## config.mk

```make
export PLATFORM = sky130hd
export DESIGN_NAME = wp_guard
export DESIGN_NICKNAME = d
export VERILOG_FILES = /design/src/rtl/wp_pkg.sv /design/src/rtl/wp_lock_array.sv /design/src/rtl/wp_range_walker.sv /design/src/rtl/wp_guard.sv
export SDC_FILE = /design/constraint.sdc
export NUM_CORES = 1
export LEC_CHECK = 0
export ABC_AREA = 1
export ABC_CLOCK_PERIOD_IN_PS = 5530
export BUFFER_PORTS_ARGS = -buffer_cell sky130_fd_sc_hd__buf_2
export CAP_MARGIN = 20
export CORE_MARGIN = 3
export CORE_UTILIZATION = 40
export DETAILED_ROUTE_END_ITERATION = 16
export PLACE_DENSITY_LB_ADDON = 0.1
export SLEW_MARGIN = 20
export SYNTH_ARGS = -nofsm -noshare
export SYNTH_HDL_FRONTEND = slang
export SYNTH_SLANG_ARGS = --single-unit
```

## constraint.sdc

```tcl
create_clock -name clk -period 5.53 [get_ports clk]
set_input_delay 0.2765 -clock clk [delete_from_list [all_inputs] [get_ports clk]]
set_output_delay 0.2765 -clock clk [all_outputs]
set_load 0.005 [all_outputs]
```

## src/rtl/wp_pkg.sv

```systemverilog
package wp_pkg;
  localparam logic [2:0] WP_TIGHT  = 3'b001;
  localparam logic [2:0] WP_LOCKED = 3'b010;
  localparam logic [2:0] WP_OPEN   = 3'b100;

  localparam logic [7:0] OP_UNLOCK     = 8'h23;
  localparam logic [7:0] OP_UNLOCK_ALL = 8'h27;
  localparam logic [7:0] OP_LOCK       = 8'h2A;
  localparam logic [7:0] OP_TIGHTEN    = 8'h2C;

  typedef enum logic [1:0] {K_UNLOCK, K_LOCK, K_TIGHTEN, K_BAD} walk_kind_e;
endpackage

```

## src/rtl/wp_lock_array.sv

```systemverilog
module wp_lock_array #(
  parameter int NUM_BLOCKS = 12,
  parameter int IDX_W      = 4
) (
  input  logic             clk,
  input  logic             rst_n,
  input  logic             wr_en,
  input  logic [IDX_W-1:0] wr_idx,
  input  logic [2:0]       wr_state,
  input  logic [IDX_W-1:0] rd_idx,
  output logic [2:0]       rd_state,
  input  logic [IDX_W-1:0] q_idx,
  output logic [2:0]       q_state
);
  import wp_pkg::*;

  logic [2:0] st_q [NUM_BLOCKS];

  for (genvar g = 0; g < NUM_BLOCKS; g++) begin : g_blk
    always_ff @(posedge clk or negedge rst_n) begin
      if (!rst_n)                                  st_q[g] <= WP_LOCKED;
      else if (wr_en && (wr_idx == IDX_W'(g)))     st_q[g] <= wr_state;
    end
  end

  // Indices past the table read as all-zero (no valid state).
  always_comb begin
    rd_state = '0;
    q_state  = '0;
    for (int i = 0; i < NUM_BLOCKS; i++) begin
      if (rd_idx == IDX_W'(i)) rd_state = st_q[i];
      if (q_idx  == IDX_W'(i)) q_state  = st_q[i];
    end
  end
endmodule

```

## src/rtl/wp_range_walker.sv

```systemverilog
module wp_range_walker #(
  parameter int NUM_BLOCKS = 12,
  parameter int IDX_W      = 4
) (
  input  logic             clk,
  input  logic             rst_n,
  input  logic             cmd_valid,
  input  logic [7:0]       cmd_op,
  output logic             cmd_ready,
  input  logic [IDX_W-1:0] first_idx,
  input  logic [IDX_W-1:0] last_idx,
  input  logic [2:0]       cur_state,
  output logic [IDX_W-1:0] cur_idx,
  output logic             wr_en,
  output logic [2:0]       wr_state,
  output logic             busy,
  output logic             done,
  output logic             cmd_err,
  output logic             irq,
  output logic [2:0]       wp_status
);
  import wp_pkg::*;

  localparam logic [IDX_W-1:0] TOP_IDX = IDX_W'(NUM_BLOCKS - 1);

  logic             busy_q, done_q, err_q, irq_q;
  walk_kind_e       kind_q, kind_d;
  logic [IDX_W-1:0] cur_q, last_q;
  logic [2:0]       wp_q;
  logic             accept, finish, fail, in_range, blk_ok, at_last;

  assign accept   = cmd_valid && !busy_q;
  assign in_range = (cur_q <= last_q);
  assign blk_ok   = (32'(cur_q) < NUM_BLOCKS);
  assign at_last  = (cur_q == last_q);

  always_comb begin
    unique case (cmd_op)
      OP_UNLOCK, OP_UNLOCK_ALL: kind_d = K_UNLOCK;
      OP_LOCK:                  kind_d = K_LOCK;
      OP_TIGHTEN:               kind_d = K_TIGHTEN;
      default:                  kind_d = K_BAD;
    endcase
  end

  // One visit per busy cycle: decide write, termination and error.
  always_comb begin
    wr_en    = 1'b0;
    wr_state = WP_LOCKED;
    finish   = 1'b0;
    fail     = 1'b0;
    if (busy_q) begin
      if (kind_q == K_BAD) begin
        finish = 1'b1;
        fail   = 1'b1;
      end else if (!in_range) begin
        finish = 1'b1;
      end else if (!blk_ok) begin
        finish = 1'b1;
        fail   = 1'b1;
      end else if (kind_q == K_TIGHTEN) begin
        if (cur_state != WP_OPEN) begin
          wr_en    = 1'b1;
          wr_state = WP_TIGHT;
        end
        finish = at_last;
      end else if (cur_state == WP_TIGHT) begin
        finish = 1'b1;
      end else begin
        wr_en    = 1'b1;
        wr_state = (kind_q == K_UNLOCK) ? WP_OPEN : WP_LOCKED;
        finish   = at_last;
      end
    end
  end

  always_ff @(posedge clk or negedge rst_n) begin
    if (!rst_n) begin
      busy_q <= 1'b0;
      done_q <= 1'b0;
      err_q  <= 1'b0;
      irq_q  <= 1'b0;
      kind_q <= K_BAD;
      cur_q  <= '0;
      last_q <= '0;
      wp_q   <= WP_LOCKED;
    end else begin
      done_q <= busy_q && finish;
      if (accept) begin
        busy_q <= 1'b1;
        kind_q <= kind_d;
        err_q  <= 1'b0;
        irq_q  <= 1'b0;
        cur_q  <= (cmd_op == OP_UNLOCK_ALL) ? '0 : first_idx;
        last_q <= (cmd_op == OP_UNLOCK_ALL) ? TOP_IDX : last_idx;
      end else if (busy_q) begin
        if (finish) begin
          busy_q <= 1'b0;
          irq_q  <= 1'b1;
          if (fail) err_q <= 1'b1;
        end else begin
          cur_q <= cur_q + 1'b1;
        end
      end
      if (wr_en) wp_q <= wr_state;
    end
  end

  assign cmd_ready = !busy_q;
  assign cur_idx   = cur_q;
  assign busy      = busy_q;
  assign done      = done_q;
  assign cmd_err   = err_q;
  assign irq       = irq_q;
  assign wp_status = wp_q;
endmodule

```

## src/rtl/wp_guard.sv

```systemverilog
module wp_guard #(
  parameter int  NUM_BLOCKS = 12,
  parameter int  DATA_W     = 16,
  localparam int IDX_W      = (NUM_BLOCKS > 1) ? $clog2(NUM_BLOCKS) : 1
) (
  input  logic              clk,
  input  logic              rst_n,
  input  logic              reg_we,
  input  logic              reg_sel,
  input  logic [DATA_W-1:0] reg_wdata,
  output logic [IDX_W-1:0]  first_blk,
  output logic [IDX_W-1:0]  last_blk,
  input  logic              cmd_valid,
  input  logic [7:0]        cmd_op,
  output logic              cmd_ready,
  output logic              busy,
  output logic              done,
  output logic              cmd_err,
  output logic              irq,
  output logic [2:0]        wp_status,
  input  logic [IDX_W-1:0]  q_blk,
  output logic [2:0]        q_state,
  output logic              q_writable
);
  import wp_pkg::*;

  logic [IDX_W-1:0] first_q, last_q, cur_idx;
  logic [2:0]       cur_state, wr_state;
  logic             wr_en;

  always_ff @(posedge clk or negedge rst_n) begin
    if (!rst_n) begin
      first_q <= '0;
      last_q  <= '0;
    end else if (reg_we && !busy) begin
      last_q <= reg_wdata[IDX_W-1:0];
      if (!reg_sel) first_q <= reg_wdata[IDX_W-1:0];
    end
  end

  wp_range_walker #(.NUM_BLOCKS(NUM_BLOCKS), .IDX_W(IDX_W)) u_walk (
    .clk(clk), .rst_n(rst_n),
    .cmd_valid(cmd_valid), .cmd_op(cmd_op), .cmd_ready(cmd_ready),
    .first_idx(first_q), .last_idx(last_q),
    .cur_state(cur_state), .cur_idx(cur_idx),
    .wr_en(wr_en), .wr_state(wr_state),
    .busy(busy), .done(done), .cmd_err(cmd_err), .irq(irq),
    .wp_status(wp_status)
  );

  wp_lock_array #(.NUM_BLOCKS(NUM_BLOCKS), .IDX_W(IDX_W)) u_arr (
    .clk(clk), .rst_n(rst_n),
    .wr_en(wr_en), .wr_idx(cur_idx), .wr_state(wr_state),
    .rd_idx(cur_idx), .rd_state(cur_state),
    .q_idx(q_blk), .q_state(q_state)
  );

  assign first_blk  = first_q;
  assign last_blk   = last_q;
  assign q_writable = (q_state == WP_OPEN);
endmodule

```

Word level (Yosys, flattened, before mapping)
Cells that the tools add are included.
{"block": "word_totals", "mem_count": 0, "mem_bits_rw": 0, "romBits": 0, "inputBits": 33, "reg_bits": 61, "latch_bits": 0, "out_inout_bits": 20, "wordCells": 151}
{"block": "classes", "div": 0, "n_mul": 0, "reduce_logical": 27, "eq_ne": 33, "order_cmp": 2, "muxes": 65, "n_addsub": 1, "n_shift": 0, "bitwise": 1}
{"op": "$mux 3", "n": 31}
{"op": "$eq 4x3->1 const B", "n": 8}
{"op": "$eq 4x4->1 const B", "n": 8}
{"op": "$eq 8x6->1 const B", "n": 4}
{"op": "$mux 1", "n": 27}
{"op": "$mux 4", "n": 5}
{"op": "$eq 4x2->1 const B", "n": 4}
{"op": "$logic_and 1x1->1", "n": 15}
{"op": "$eq 4x1->1 const B", "n": 2}
{"op": "$logic_not 4->1", "n": 2}
{"op": "$pmux 2 s3", "n": 1}
{"op": "$reduce_and 2->1", "n": 3}
{"op": "$reduce_bool 2->1", "n": 3}
{"op": "$add 4x1->4 const B", "n": 1}
{"op": "$eq 2x2->1 const B", "n": 2}
{"op": "$eq 4x4->1", "n": 1}
{"op": "$le 4x4->1", "n": 1}
{"op": "$lt 4x4->1 const B", "n": 1}
{"op": "$eq 3x1->1 const B", "n": 1}
{"op": "$eq 3x3->1 const B", "n": 1}
{"op": "$ne 3x3->1 const B", "n": 1}
{"op": "$reduce_and 3->1", "n": 1}
{"op": "$logic_not 2->1", "n": 1}
{"op": "$mux 2", "n": 1}
{"op": "other kinds (4)", "n": 4}

Logic depth before layout (Yosys ltp)
{"block": "depth", "word_depth": 23, "mapped_depth": 24, "depth_no_buf": 23}

Modules after synthesis
From an unflattened synthesis, not the netlist that was laid out.
{"block": "hier_totals", "cells_unflattened": 526, "hier_area_um2": 3673.5}
{"module": "wp_lock_array", "area_each_um2": 2199.6, "seq_area_each_um2": 915.9, "n_inst": 1, "cells_per_inst": 326}
{"module": "wp_range_walker", "area_each_um2": 1118.6, "seq_area_each_um2": 429.2, "n_inst": 1, "cells_per_inst": 162}
{"module": "wp_guard", "area_each_um2": 355.3, "seq_area_each_um2": 200.2, "n_inst": 1, "cells_per_inst": 38}

Least setup slack after synthesis
No wires, ideal clock.
{"block": "synth_timing", "path_type": "flip-flop to flip-flop", "start": "register u_walk.cur_q[1] (netlist: u_walk.cur_idx[1])", "end": "register u_arr.st_q[18] in the netlist's numbering", "path_stages_with_launch": 10, "synth_period_minus_slack_ns": 2.265, "setup_time_ns": 0.117, "path_buffers": 1, "required_ns": 5.413, "slack_ns": 3.265, "t_arrival_ns": 2.148, "cell_sequence": "dfrtp_1 ha_1 a21oi_1 o21a_1 nor2_1 nor3_1 buf_1 nand4_1 nand2_1 nand2_1"}
{"block": "synth_between", "elab_chain_len": 21, "word_cells_on_any_way": 43, "classes_between": "2 x order compare; 13 x eq/ne; 26 x mux; 2 x reduce/logical"}
{"item": "from (decl)", "line": "wp_range_walker.sv:28", "text": "logic [IDX_W-1:0] cur_q, last_q;"}
{"item": "from (signal assigned)", "line": "wp_range_walker.sv:94", "text": "cur_q <= (cmd_op == OP_UNLOCK_ALL) ? '0 : first_idx;"}
{"item": "from (signal assigned)", "line": "wp_range_walker.sv:102", "text": "cur_q <= cur_q + 1'b1;"}
{"item": "$logic_not 4->1", "line": "wp_lock_array.sv:31", "text": "if (rd_idx == IDX_W'(i)) rd_state = st_q[i];"}
{"item": "$mux 3 (12 in series)", "line": "wp_lock_array.sv:31"}
{"item": "$eq 3x1->1 or $ne 3x3->1 (tied branches)", "line": "wp_range_walker.sv:67, wp_range_walker.sv:62"}
{"item": "$mux 1 (on tied branches)", "line": "wp_range_walker.sv:67, wp_range_walker.sv:62"}
{"item": "$mux 1", "line": "wp_range_walker.sv:61", "text": "end else if (kind_q == K_TIGHTEN) begin"}
{"item": "$mux 1", "line": "wp_range_walker.sv:58", "text": "end else if (!blk_ok) begin"}
{"item": "$mux 1", "line": "wp_range_walker.sv:56", "text": "end else if (!in_range) begin"}
{"item": "$mux 1", "line": "wp_range_walker.sv:53", "text": "if (kind_q == K_BAD) begin"}
{"item": "$mux 1", "line": "wp_range_walker.sv:52", "text": "if (busy_q) begin"}
{"item": "$logic_and 1x1->1", "line": "wp_lock_array.sv:22", "text": "else if (wr_en && (wr_idx == IDX_W'(g))) st_q[g] <= wr_state;"}
{"item": "to (signal, indexed assignment)", "line": "wp_lock_array.sv:22"}
{"item": "to (decl)", "line": "wp_lock_array.sv:17", "text": "logic [2:0] st_q [NUM_BLOCKS];"}
Several ways; a longest one is shown, not always the timed one.
A chain may end at the register's enable or synchronous reset.

Worst setup path in the final report
{"block": "layout_timing", "start": "register u_walk.cur_q[1] (netlist: u_walk.cur_idx[1])", "end": "register u_walk.cur_q[2] (netlist: u_walk.cur_idx[2])"}
{"block": "layout_between", "elab_chain_len": 22, "word_cells_on_any_way": 40, "classes_between": "1 x add/sub; 2 x order compare; 14 x eq/ne; 21 x mux; 2 x reduce/logical"}
{"item": "$logic_not 4->1", "line": "wp_lock_array.sv:31"}
{"item": "$mux 3 (12 in series)", "line": "wp_lock_array.sv:31"}
{"item": "$eq 3x1->1", "line": "wp_range_walker.sv:67", "text": "end else if (cur_state == WP_TIGHT) begin"}
{"item": "$mux 1", "line": "wp_range_walker.sv:67"}
{"item": "$mux 1", "line": "wp_range_walker.sv:61"}
{"item": "$mux 1", "line": "wp_range_walker.sv:58"}
{"item": "$mux 1", "line": "wp_range_walker.sv:56"}
{"item": "$mux 1", "line": "wp_range_walker.sv:53"}
{"item": "$mux 1", "line": "wp_range_walker.sv:52"}
{"item": "$ne 2x1->1 (no line)"}
{"item": "$reduce_and 2->1 (no line)"}
Several ways; a longest one is shown, not always the timed one. The select of a mux whose other input is x is not followed.

==> flow_summary.ini <==
[status]
status = completed

[timing]
hold_violations = 0
setup_viol = 0
rsz0062_at_grt = no
tightest_slew_ns = 0.799
relSlewSlack_pct = 46.8
fin_ws_ns = 2.37
slew_violations = 0
tns_ns = 0
max_freq_mhz = 317
fin_worst_skew_ns = 0.0136
timing.final.crit_share_pct = 57.1
fin_crit_ns = 3.16

[drt]
drcViolationCount = 0
drt_iter0_markers = 180
vias = 3661
wl_per_cell_um = 14.7
vias_per_cell = 5.05
antenna_left = 0
firstDrtPassIters = 5
wl_mm = 10.7

[logic_synthesis]
yosys.area.top_type_share_pct = 28.9
syn_inst = 553
synth_cell_type_count = 35
synth.cell_area_um2 = 3980
synth_warnings = 0
synth_area_leaders = dfrtp_1 29%, nand2_1 18%, dfstp_2 9.9%
synth_top_area_cell = dfrtp_1
synth_seq_cells = 61
avgSynthCellArea_um2 = 7.19
seq_area_frac_synth_pct = 38.8
synth_fp_nets = 594

[final_layout]
area_growth_pct = 11.8
layout-drive-gt1-share_pct = 19.1
multi_input_area_um2 = 2050
regArea_um2 = 1550
stdcell_area_um2 = 4450
n_fill_cell = 1028
nNetsFinal = 632
diodes = 0

[global_routing]
grt_overflow = 0
grt_antenna_before_repair = 0
grt_usage_pct = 20.1
grt_pass1_wl_mm = 17.7
grt_pass1_vias = 3590
grt_max_degree = 62

[worst_hold_path]
hold_path.class = in2async

[cts]
htreeDepth = 3
insertion_delay_ns = 0.35
post_cts_buffers = 0
postCtsHoldBufs = 0
clock_path_buffers = 2
cts_root_buf = clkbuf_8
cts_resized = 0
clk_pin_slew_ns = 0.07
numCtsBuffers = 9
cts_tree = yes
cts_sinks = 61

[placement]
dp_hpwl_mm = 7.55
pre_cts_slack_ns = 2.39
placed_area_um2 = 4230
gp_congestion = 0.837
numPortBuffers = 40

[worst_setup_path]
crit_type = reg2reg
cp_data_arrival_time_ns = 3.40
start_kind = flip-flop
path_max_fanout = 15
reg2reg_to = u_walk.cur_idx[2]$_DFFE_PN0P_
r2r_cells = 17
reg2reg_slack_ns = 2.37
endpoint_kind = flip-flop
crit_required_ns = 5.77
reg2reg_from = u_walk.cur_idx[1]$_DFFE_PN0P_

[power_and_ir_drop]
combPwrFrac_pct = 47.3
pwr-share-seq_pct = 33.6
p_leak_uw = 0.00248
pwr-share-clk_pct = 19.1
max-vdd-ir-drop_uv = 457
power_per_cell_area_nw_per_um2 = 525
sw_frac_of_total_pct = 46.6
internal_power_uw = 1250
p_sw_uw = 1090

[run]
drv_cap = 0

[floorplan]
fp.dieH_um = 106
io_pins = 53
die-area_um2 = 11200
rows = 35
coreArea_um2 = 9460
fp.dieW_um = 106
start_util_pct = 42.1
-- how the worst max path moves through the flow --
stage                                              from                       endpoint  slack [ns]  depth (start not counted)
after global placement    u_walk.cur_idx[1]$_DFFE_PN0P_  u_walk.cur_idx[3]$_DFFE_PN0P_        2.44                         17
after CTS                 u_walk.cur_idx[3]$_DFFE_PN0P_  u_walk.cur_idx[1]$_DFFE_PN0P_        2.39                         18
after global routing      u_walk.cur_idx[1]$_DFFE_PN0P_  u_walk.cur_idx[0]$_DFFE_PN0P_        2.09                         17
final                     u_walk.cur_idx[1]$_DFFE_PN0P_  u_walk.cur_idx[2]$_DFFE_PN0P_        2.37                         17
after floorplan           u_walk.cur_idx[1]$_DFFE_PN0P_     u_arr.st_q[18]$_DFFE_PN0P_        3.26                          9
after detailed placement  u_walk.cur_idx[2]$_DFFE_PN0P_  u_walk.cur_idx[2]$_DFFE_PN0P_        2.39                         18
-- cell families after synthesis --
kind of cell / share of synthesized area (%)
and+or+nand+nor: 42.9
buffers and inverters: 9.97
DFF: 38.8
AOI/OAI and AO/OA: 5.73
adders and majority gates: 2.52
-- state kept, by name (all words and copies together), names as in the netlist --
name and flops:
u_walk.wp_status 3, last_blk 4, u_walk.cmd_err 1, u_walk.done 1, u_walk.kind_q 2, u_walk.busy 1
first_blk 4, u_walk.irq 1, u_arr.st_q 36, u_walk.cur_idx 4, u_walk.last_q 4
-- synthesized netlist by cell type --
cell / number
buf_1: 1
nor2_4: 7
ha_1: 8
nand2_2: 6
buf_6: 10
nor4_1: 1
clkinv_2: 2
or2_2: 3
nor3_1: 4
nor2_2: 2
nor2_1: 38
or2_0: 1
nand2_4: 4
nand3b_1: 1
o21ai_0: 25
a21oi_1: 13
inv_1: 64
o21ai_1: 1
inv_2: 3
nand3_2: 6
dfstp_2: 15
nand4_1: 12
dfrtp_1: 46
buf_4: 1
nor3b_1: 2
o21a_1: 1
nand2_1: 193
o31ai_1: 1
a221oi_1: 1
nand4_2: 9
nor4b_1: 1
nand3_1: 66
a21oi_2: 1
clkbuf_1: 3
or2_1: 1
-- power groups by stage --
stage / clock (µW) / sequential (µW) / combinational [µW]
floorplan: 0 / 739 / 874
CTS: 460 / 784 / 1110
global route: 474 / 810 / 1250
detailed placement: 0 / 791 / 1110
finish: 447 / 785 / 1100
global placement: 0 / 789 / 1090
-- area by class of cell --
cell class / instances / share of cell area, %
clock inverter: 3 / 1.55
clock buffer: 13 / 3.35
tap: 129 / 3.63
multi-input combinational: 408 / 46.0
sequential: 61 / 34.7
inverter: 69 / 5.88
timing repair buffer: 42 / 4.84
-- routing by layer --
layer	up-vias	global-route usage, %	part of all wire [%]
met5	-	0	0
met4	0	6.38	1.6
met3	14	4.29	4.3
met2	79	32.0	46
met1	1726	27.2	48
li1	1842	-	-
-- stage by stage --
stage	util, %	hold WS, ns	power, µW	cells
floorplan	-	-0.0191	1610	553
global placement	44.7	0.458	1880	709
detailed placement	44.7	0.459	1900	709
CTS	47.0	0.124	2360	725
global route	47.0	0.159	2530	725
finish	47.0	0.0949	2340	725
-- critical path, cell delays in order (launching register included) --
cell     delay, ns
dfrtp_1       0.43
inv_1         0.12
ha_1          0.31
nand3_1       0.28
inv_2         0.18
nand2_1       0.08
o21ai_0       0.07
inv_1         0.05
nand2_1       0.06
nand2_1       0.06
nand4_1       0.09
nand2_1       0.09
a21oi_2       0.18
nand3_2       0.48
nand3_2       0.31
nand2_2       0.12
nand2_1       0.08
nand2_1       0.05
-- cells in the final DEF (no fill, tap or decap), types with 2 or more instances in the layout --
master / instances
nand2_1: 193
nand3_1: 66
inv_1: 64
dfrtp_1: 46
buf_2: 40
nor2_1: 38
o21ai_0: 25
dfstp_2: 15
a21oi_1: 13
nand4_1: 12
clkbuf_8: 10
nand4_2: 9
ha_1: 8
nor2_4: 7
nand2_2: 6
nand3_2: 6
nand2_4: 4
nor3_1: 3
inv_2: 3
or2_2: 3
clkbuf_1: 3
nor2_2: 2
clkinv_2: 2
nor3b_1: 2
bufinv_16: 2
buf_4: 2
Note: power is estimated with default switching activity, not from simulation.
